===== src/rtl/iorate_pkg.sv =====
package iorate_pkg;

   localparam int CTRL_W = 8;
   localparam int RATE_W = 3;

   typedef enum logic [1:0] {
      PH_IDLE = 2'd0,
      PH_ONE  = 2'd1,
      PH_TWO  = 2'd2
   } pseudo_phase_t;

   // Half-period minus one, in bus clocks, for an even rate code.
   function automatic logic [RATE_W-2:0] half_minus_one(input logic [RATE_W-1:0] code);
      return code[RATE_W-1:1];
   endfunction

   function automatic logic is_div1(input logic [RATE_W-1:0] code);
      return code[0];
   endfunction

endpackage


===== src/rtl/iorate_seq.sv =====
module iorate_seq
   import iorate_pkg::*;
#(
   parameter int ADDR_W = 32,
   parameter int REG_AW = 8,
   parameter int DATA_W = 8
) (
   input  logic              clk,
   input  logic              rst_n,
   input  logic              acc_req,
   input  logic [REG_AW-1:0] acc_addr,
   input  logic              acc_we,
   input  logic [DATA_W-1:0] acc_wdata,
   output logic              busy,
   output logic [ADDR_W-1:0] bus_addr,
   output logic              bus_addr_valid,
   output logic [REG_AW-1:0] cur_addr,
   output logic [DATA_W-1:0] cur_wdata,
   output logic              commit_wr,
   output logic              read_slot
);

   localparam int PAD_W = ADDR_W - REG_AW;

   generate
      if (PAD_W < 1) begin : g_bad_addr
         $error("ADDR_W must exceed REG_AW");
      end
      if (REG_AW < 1 || DATA_W < 1) begin : g_bad_width
         $error("REG_AW and DATA_W must be positive");
      end
   endgenerate

   pseudo_phase_t phase_q, phase_d;
   logic              we_q;
   logic [REG_AW-1:0] addr_q;
   logic [DATA_W-1:0] wdata_q;
   logic              accept;

   assign accept = acc_req && (phase_q == PH_IDLE);

   always_comb begin
      phase_d = phase_q;
      case (phase_q)
         PH_IDLE: if (accept) phase_d = PH_ONE;
         PH_ONE:  phase_d = PH_TWO;
         PH_TWO:  phase_d = PH_IDLE;
         default: phase_d = PH_IDLE;
      endcase
   end

   always_ff @(posedge clk) begin
      if (!rst_n) begin
         phase_q <= PH_IDLE;
         we_q    <= 1'b0;
         addr_q  <= '0;
         wdata_q <= '0;
      end else begin
         phase_q <= phase_d;
         if (accept) begin
            we_q    <= acc_we;
            addr_q  <= acc_addr;
            wdata_q <= acc_wdata;
         end
      end
   end

   assign busy           = (phase_q != PH_IDLE);
   assign bus_addr_valid = busy;
   assign bus_addr       = busy ? {{PAD_W{1'b0}}, addr_q} : '0;
   assign cur_addr       = addr_q;
   assign cur_wdata      = wdata_q;
   assign commit_wr      = (phase_q == PH_TWO) && we_q;
   assign read_slot      = (phase_q == PH_TWO) && !we_q;

endmodule


===== src/rtl/iorate_regs.sv =====
module iorate_regs
   import iorate_pkg::*;
#(
   parameter int              REG_AW    = 8,
   parameter int              DATA_W    = 8,
   parameter int              FIELD_W   = 3,
   parameter logic [REG_AW-1:0] CTRL_ADDR = 8'h11
) (
   input  logic               clk,
   input  logic               rst_n,
   input  logic               wr_en,
   input  logic [REG_AW-1:0]  addr,
   input  logic [DATA_W-1:0]  wdata,
   output logic [FIELD_W-1:0] rate_field,
   output logic [DATA_W-1:0]  rd_word
);

   localparam int RSVD_W = DATA_W - FIELD_W;

   logic [FIELD_W-1:0] field_q;
   logic               hit;

   assign hit = (addr == CTRL_ADDR);

   always_ff @(posedge clk) begin
      if (!rst_n) begin
         field_q <= '0;
      end else if (wr_en && hit) begin
         field_q <= wdata[FIELD_W-1:0];
      end
   end

   assign rate_field = field_q;

   generate
      if (RSVD_W > 0) begin : g_pad
         assign rd_word = hit ? {{RSVD_W{1'b0}}, field_q} : '0;
      end else if (RSVD_W == 0) begin : g_full
         assign rd_word = hit ? field_q : '0;
      end else begin : g_bad
         $error("FIELD_W must not exceed DATA_W");
      end
   endgenerate

endmodule


===== src/rtl/iorate_clkgen.sv =====
module iorate_clkgen
   import iorate_pkg::*;
#(
   parameter int FIELD_W = 3
) (
   input  logic               clk,
   input  logic               rst_n,
   input  logic [FIELD_W-1:0] pend_code,
   output logic               io_clk,
   output logic [FIELD_W-1:0] act_code
);

   localparam int CNT_W = FIELD_W - 1;

   generate
      if (FIELD_W < 2) begin : g_bad_field
         $error("FIELD_W must be at least 2");
      end
   endgenerate

   logic [FIELD_W-1:0] cur_q;
   logic [CNT_W-1:0]   cnt_q;
   logic               out_q;
   logic               phase_end;

   assign phase_end = (cnt_q == cur_q[FIELD_W-1:1]);

   always_ff @(posedge clk) begin
      if (!rst_n) begin
         cur_q <= '0;
         cnt_q <= '0;
         out_q <= 1'b1;
      end else if (cur_q[0]) begin
         // divide-by-1: hold high, pick up a new code at once
         out_q <= 1'b1;
         cnt_q <= '0;
         cur_q <= pend_code;
      end else if (phase_end) begin
         cnt_q <= '0;
         if (!out_q) begin
            // rising edge: the only point a new code is adopted
            cur_q <= pend_code;
            out_q <= 1'b1;
         end else begin
            out_q <= 1'b0;
         end
      end else begin
         cnt_q <= cnt_q + 1'b1;
      end
   end

   assign io_clk   = out_q;
   assign act_code = cur_q;

endmodule


===== src/rtl/io_rate_ctrl.sv =====
module io_rate_ctrl
   import iorate_pkg::*;
#(
   parameter int              ADDR_W    = 32,
   parameter int              REG_AW    = 8,
   parameter int              DATA_W    = CTRL_W,
   parameter int              FIELD_W   = RATE_W,
   parameter int              STROBE_N  = 5,
   parameter logic [REG_AW-1:0] CTRL_ADDR = 8'h11
) (
   input  logic                clk,
   input  logic                rst_n,
   input  logic                acc_req,
   input  logic [REG_AW-1:0]   acc_addr,
   input  logic                acc_we,
   input  logic [DATA_W-1:0]   acc_wdata,
   output logic                acc_busy,
   output logic [DATA_W-1:0]   rd_data,
   output logic                rd_valid,
   output logic                io_clk,
   output logic [ADDR_W-1:0]   bus_addr,
   output logic                bus_addr_valid,
   output logic [STROBE_N-1:0] bus_strobe_n
);

   generate
      if (STROBE_N < 1) begin : g_bad_strobe
         $error("STROBE_N must be positive");
      end
   endgenerate

   logic [REG_AW-1:0]  cur_addr;
   logic [DATA_W-1:0]  cur_wdata;
   logic               commit_wr;
   logic               read_slot;
   logic [FIELD_W-1:0] rate_field;
   logic [FIELD_W-1:0] act_code;
   logic [DATA_W-1:0]  rd_word;

   iorate_seq #(
      .ADDR_W (ADDR_W),
      .REG_AW (REG_AW),
      .DATA_W (DATA_W)
   ) u_seq (
      .clk            (clk),
      .rst_n          (rst_n),
      .acc_req        (acc_req),
      .acc_addr       (acc_addr),
      .acc_we         (acc_we),
      .acc_wdata      (acc_wdata),
      .busy           (acc_busy),
      .bus_addr       (bus_addr),
      .bus_addr_valid (bus_addr_valid),
      .cur_addr       (cur_addr),
      .cur_wdata      (cur_wdata),
      .commit_wr      (commit_wr),
      .read_slot      (read_slot)
   );

   iorate_regs #(
      .REG_AW    (REG_AW),
      .DATA_W    (DATA_W),
      .FIELD_W   (FIELD_W),
      .CTRL_ADDR (CTRL_ADDR)
   ) u_regs (
      .clk        (clk),
      .rst_n      (rst_n),
      .wr_en      (commit_wr),
      .addr       (cur_addr),
      .wdata      (cur_wdata),
      .rate_field (rate_field),
      .rd_word    (rd_word)
   );

   iorate_clkgen #(
      .FIELD_W (FIELD_W)
   ) u_clkgen (
      .clk       (clk),
      .rst_n     (rst_n),
      .pend_code (rate_field),
      .io_clk    (io_clk),
      .act_code  (act_code)
   );

   assign rd_valid     = read_slot;
   assign rd_data      = read_slot ? rd_word : '0;
   assign bus_strobe_n = {STROBE_N{1'b1}};

endmodule


===== config.mk =====
export PLATFORM = sky130hd
export DESIGN_NAME = io_rate_ctrl
export DESIGN_NICKNAME = d
export VERILOG_FILES = /design/src/rtl/iorate_pkg.sv /design/src/rtl/iorate_seq.sv /design/src/rtl/iorate_regs.sv /design/src/rtl/iorate_clkgen.sv /design/src/rtl/io_rate_ctrl.sv
export SDC_FILE = /design/constraint.sdc
export NUM_CORES = 1
export LEC_CHECK = 0
export BUFFER_PORTS_ARGS = -buffer_cell sky130_fd_sc_hd__buf_4
export CORE_ASPECT_RATIO = 0.8
export CORE_MARGIN = 1
export CORE_UTILIZATION = 46
export DETAILED_ROUTE_END_ITERATION = 6
export PLACE_DENSITY_LB_ADDON = 0.05
export SETUP_SLACK_MARGIN = 0.3
export SLEW_MARGIN = 10
export SYNTH_ARGS = -nofsm -noshare
export SYNTH_HDL_FRONTEND = slang
export SYNTH_SLANG_ARGS = --single-unit

===== constraint.sdc =====
create_clock -name clk -period 3.1 [get_ports clk]
set_input_delay 0.31 -clock clk [delete_from_list [all_inputs] [get_ports clk]]
set_output_delay 0.31 -clock clk [all_outputs]
set_load 0.05 [all_outputs]

==> metrics.cfg <==
[cells_and_area]
nets=209
layout_commonest_cell=conb_1
fin_cells=226
num_antenna_cells=0
final_layout_size_suffix_gt1_frac=0.191
multi_input_area_um2=691
final_cell_mix=34 x conb_1, 32 x nand2_1, 30 x buf_4
register_area_um2=460
fin_area_mm2=0.00146
num-fill-cells=296
final_util=0.533
area_growth_syn_to_layout_pct=10.4

[place]
port_buffers=29
place_congestion=0.786
placed_area_mm2=0.00144
hpwl_um=1720
dp.cells=222

[floorplan]
die_area_mm2=0.00310
initial_utilization=0.482
die_h_um=50.0
fp.dieW_um=62.0
io_pins=69
placeableCoreArea_mm2=0.00274
placementRows=17

[synth]
synth-edff-count=0
ys.flop_type=dfxtp_1
ys_ff_latch=23
yosysSeqAreaShare=0.348
synth_cell_types=29
synth_area_per_cell_um2=8.17
synth_area_leader_cell=dfxtp_1
synthArstFlopShare=0
syn-cell-area_mm2=0.00132
ys_warn_count=0
syn_inst=162
ys_top_cells_by_area=dfxtp_1 35%, buf_4 20%, nand2_1 9.1%
yosysTopAreaCellShare=0.348

[timing]
fin_setup_tns_ns=0
rsz0062_at_grt=no
timing.fmax_mhz=440
fin_crit_ns=2.27
tightest_slew_ns=0.595
skew_ns=0.00768
layout_worst_path_cycle_share=0.733
relSlewSlack=0.602
setup_violations=0
slew_viol_final=0
hold_viol=0

[min_path]
hp-start=acc_addr[6]
holdPathStages=3
hold_class=input port to flop

[global_route]
grt_pass1_wl_um=3820
grt_max_degree=29
antenna_found_initial=0
overflow=0
grt_pass1_vias=885
grt.total_usage=0.161

[power]
p_per_area_mw_per_mm2=432
irDropWorstVdd_uv=247
power_mw=0.632
leakagePower_nw=0.665

[cts]
cts_tree=built
clk_path_buf_depth=2
clockRootBuffer=clkbuf_4
hold_buffers=0
clock_sinks=23
clk_pin_slew_worst_paths_ns=0.13
clock_latency_ns=0.31
cts_made_buffers=3
postCtsResizedCells=0
postCtsSetupBuffers=0
ctsHtreeMaxLevel=1

[drt]
vias=989
drt-total-wl_um=2190
first_iter_violations=24
drtPass1Iterations=4
route.antenna.remaining_nets=0
vias_per_cell=4.38
post_drt_wl_per_cell_um=9.67
post-route-drc-count=0

[setup_path]
cp_data_arrival_time_ns=1.96
r2r_cells=3
timing.rr.start=u_seq.cur_addr[2]$_SDFFE_PN0P_
crit_fanout=3
start_kind=flop
critPathLaunch=u_seq.cur_addr[6]$_SDFFE_PN0P_
crit_required_ns=2.79
crit_type=flop to output pin
endpoint_kind=output pin

[status]
status=finished clean

[run]
maxCapViolations=0

critical path: stages (launching register included):
cell	delay [ns]
dfxtp_1	0.34
or4b_1	0.60
nor4_1	0.33
and2_1	0.19
buf_4	0.19
report_power, final:
part	switching, mW	internal, mW	total, mW
registers	0.00891	0.307	0.316
clock network	0.0861	0.0502	0.136
logic	0.143	0.0357	0.179
total	0.238	0.393	0.632
synthesized netlist by cell type, drive strengths merged (2+ instances only):
library cell / n
a21boi: 12
a31oi: 2
and2: 4
and3: 2
buf: 35
clkbuf: 5
conb: 2
dfxtp: 23
inv: 3
mux2i: 3
nand2: 32
nand3: 3
nand4: 2
nor2: 4
nor2b: 11
nor3: 2
nor4: 2
o2111ai: 2
or4b: 2
xnor2: 3
xor2: 2
per-stage QoR:
stage	setup slack [ns]	hold WS [ns]
global route	0.686	0.237
floorplan	1.18	0.430
CTS	0.807	0.234
detailed placement	1.15	0.455
global placement	1.13	0.444
finish	0.828	0.245
flip-flops by register name, indices dropped and copies added, names as in the netlist:
name	count
u_seq.cur_wdata	3
u_clkgen.act_code	3
u_seq.phase_q	2
u_clkgen.cnt_q	2
u_regs.rate_field	3
u_clkgen.io_clk	1
u_seq.cur_addr	8
u_seq.we_q	1
area by class of cell:
class / count / area share
multi-input cells: 128 / 0.473
inverters: 3 / 0.00771
repair buffers: 30 / 0.154
well taps: 38 / 0.0325
clock buffers: 4 / 0.0180
flip-flops and latches: 23 / 0.315
kinds of logic (layout without fill, tap and decap cells):
| group | Yosys count | after routing | share of synthesized area |
|---|---|---|---|
| other | 2 | 34 | 0.00567 |
| AOI/OAI and AO/OA | 18 | 18 | 0.0983 |
| xor gates and xnor gates | 5 | 5 | 0.0331 |
| DFF | 23 | 23 | 0.348 |
| and+or+nand+nor | 68 | 68 | 0.271 |
| buffers and inverters | 43 | 37 | 0.221 |
| muxes | 3 | 3 | 0.0227 |
worst paths after layout:
| path | slack [ns] | end |
|---|---|---|
| setup / recovery | 0.83 | rd_data[2] |
| hold / removal | 0.25 | u_seq.cur_addr[6]$_SDFFE_PN0P_ |
| setup reg to reg | 1.57 | u_regs.rate_field[1]$_SDFFE_PN0P_ |
| hold reg to reg | 0.46 | u_clkgen.act_code[0]$_SDFF_PN0_ |
layer usage:
metal	wire, µm	GRT usage
met5	0	0
met4	21	0.0444
met3	96	0.0394
met2	1020	0.266
met1	1040	0.204
No activity file was read; power rests on OpenSTA's default activity.
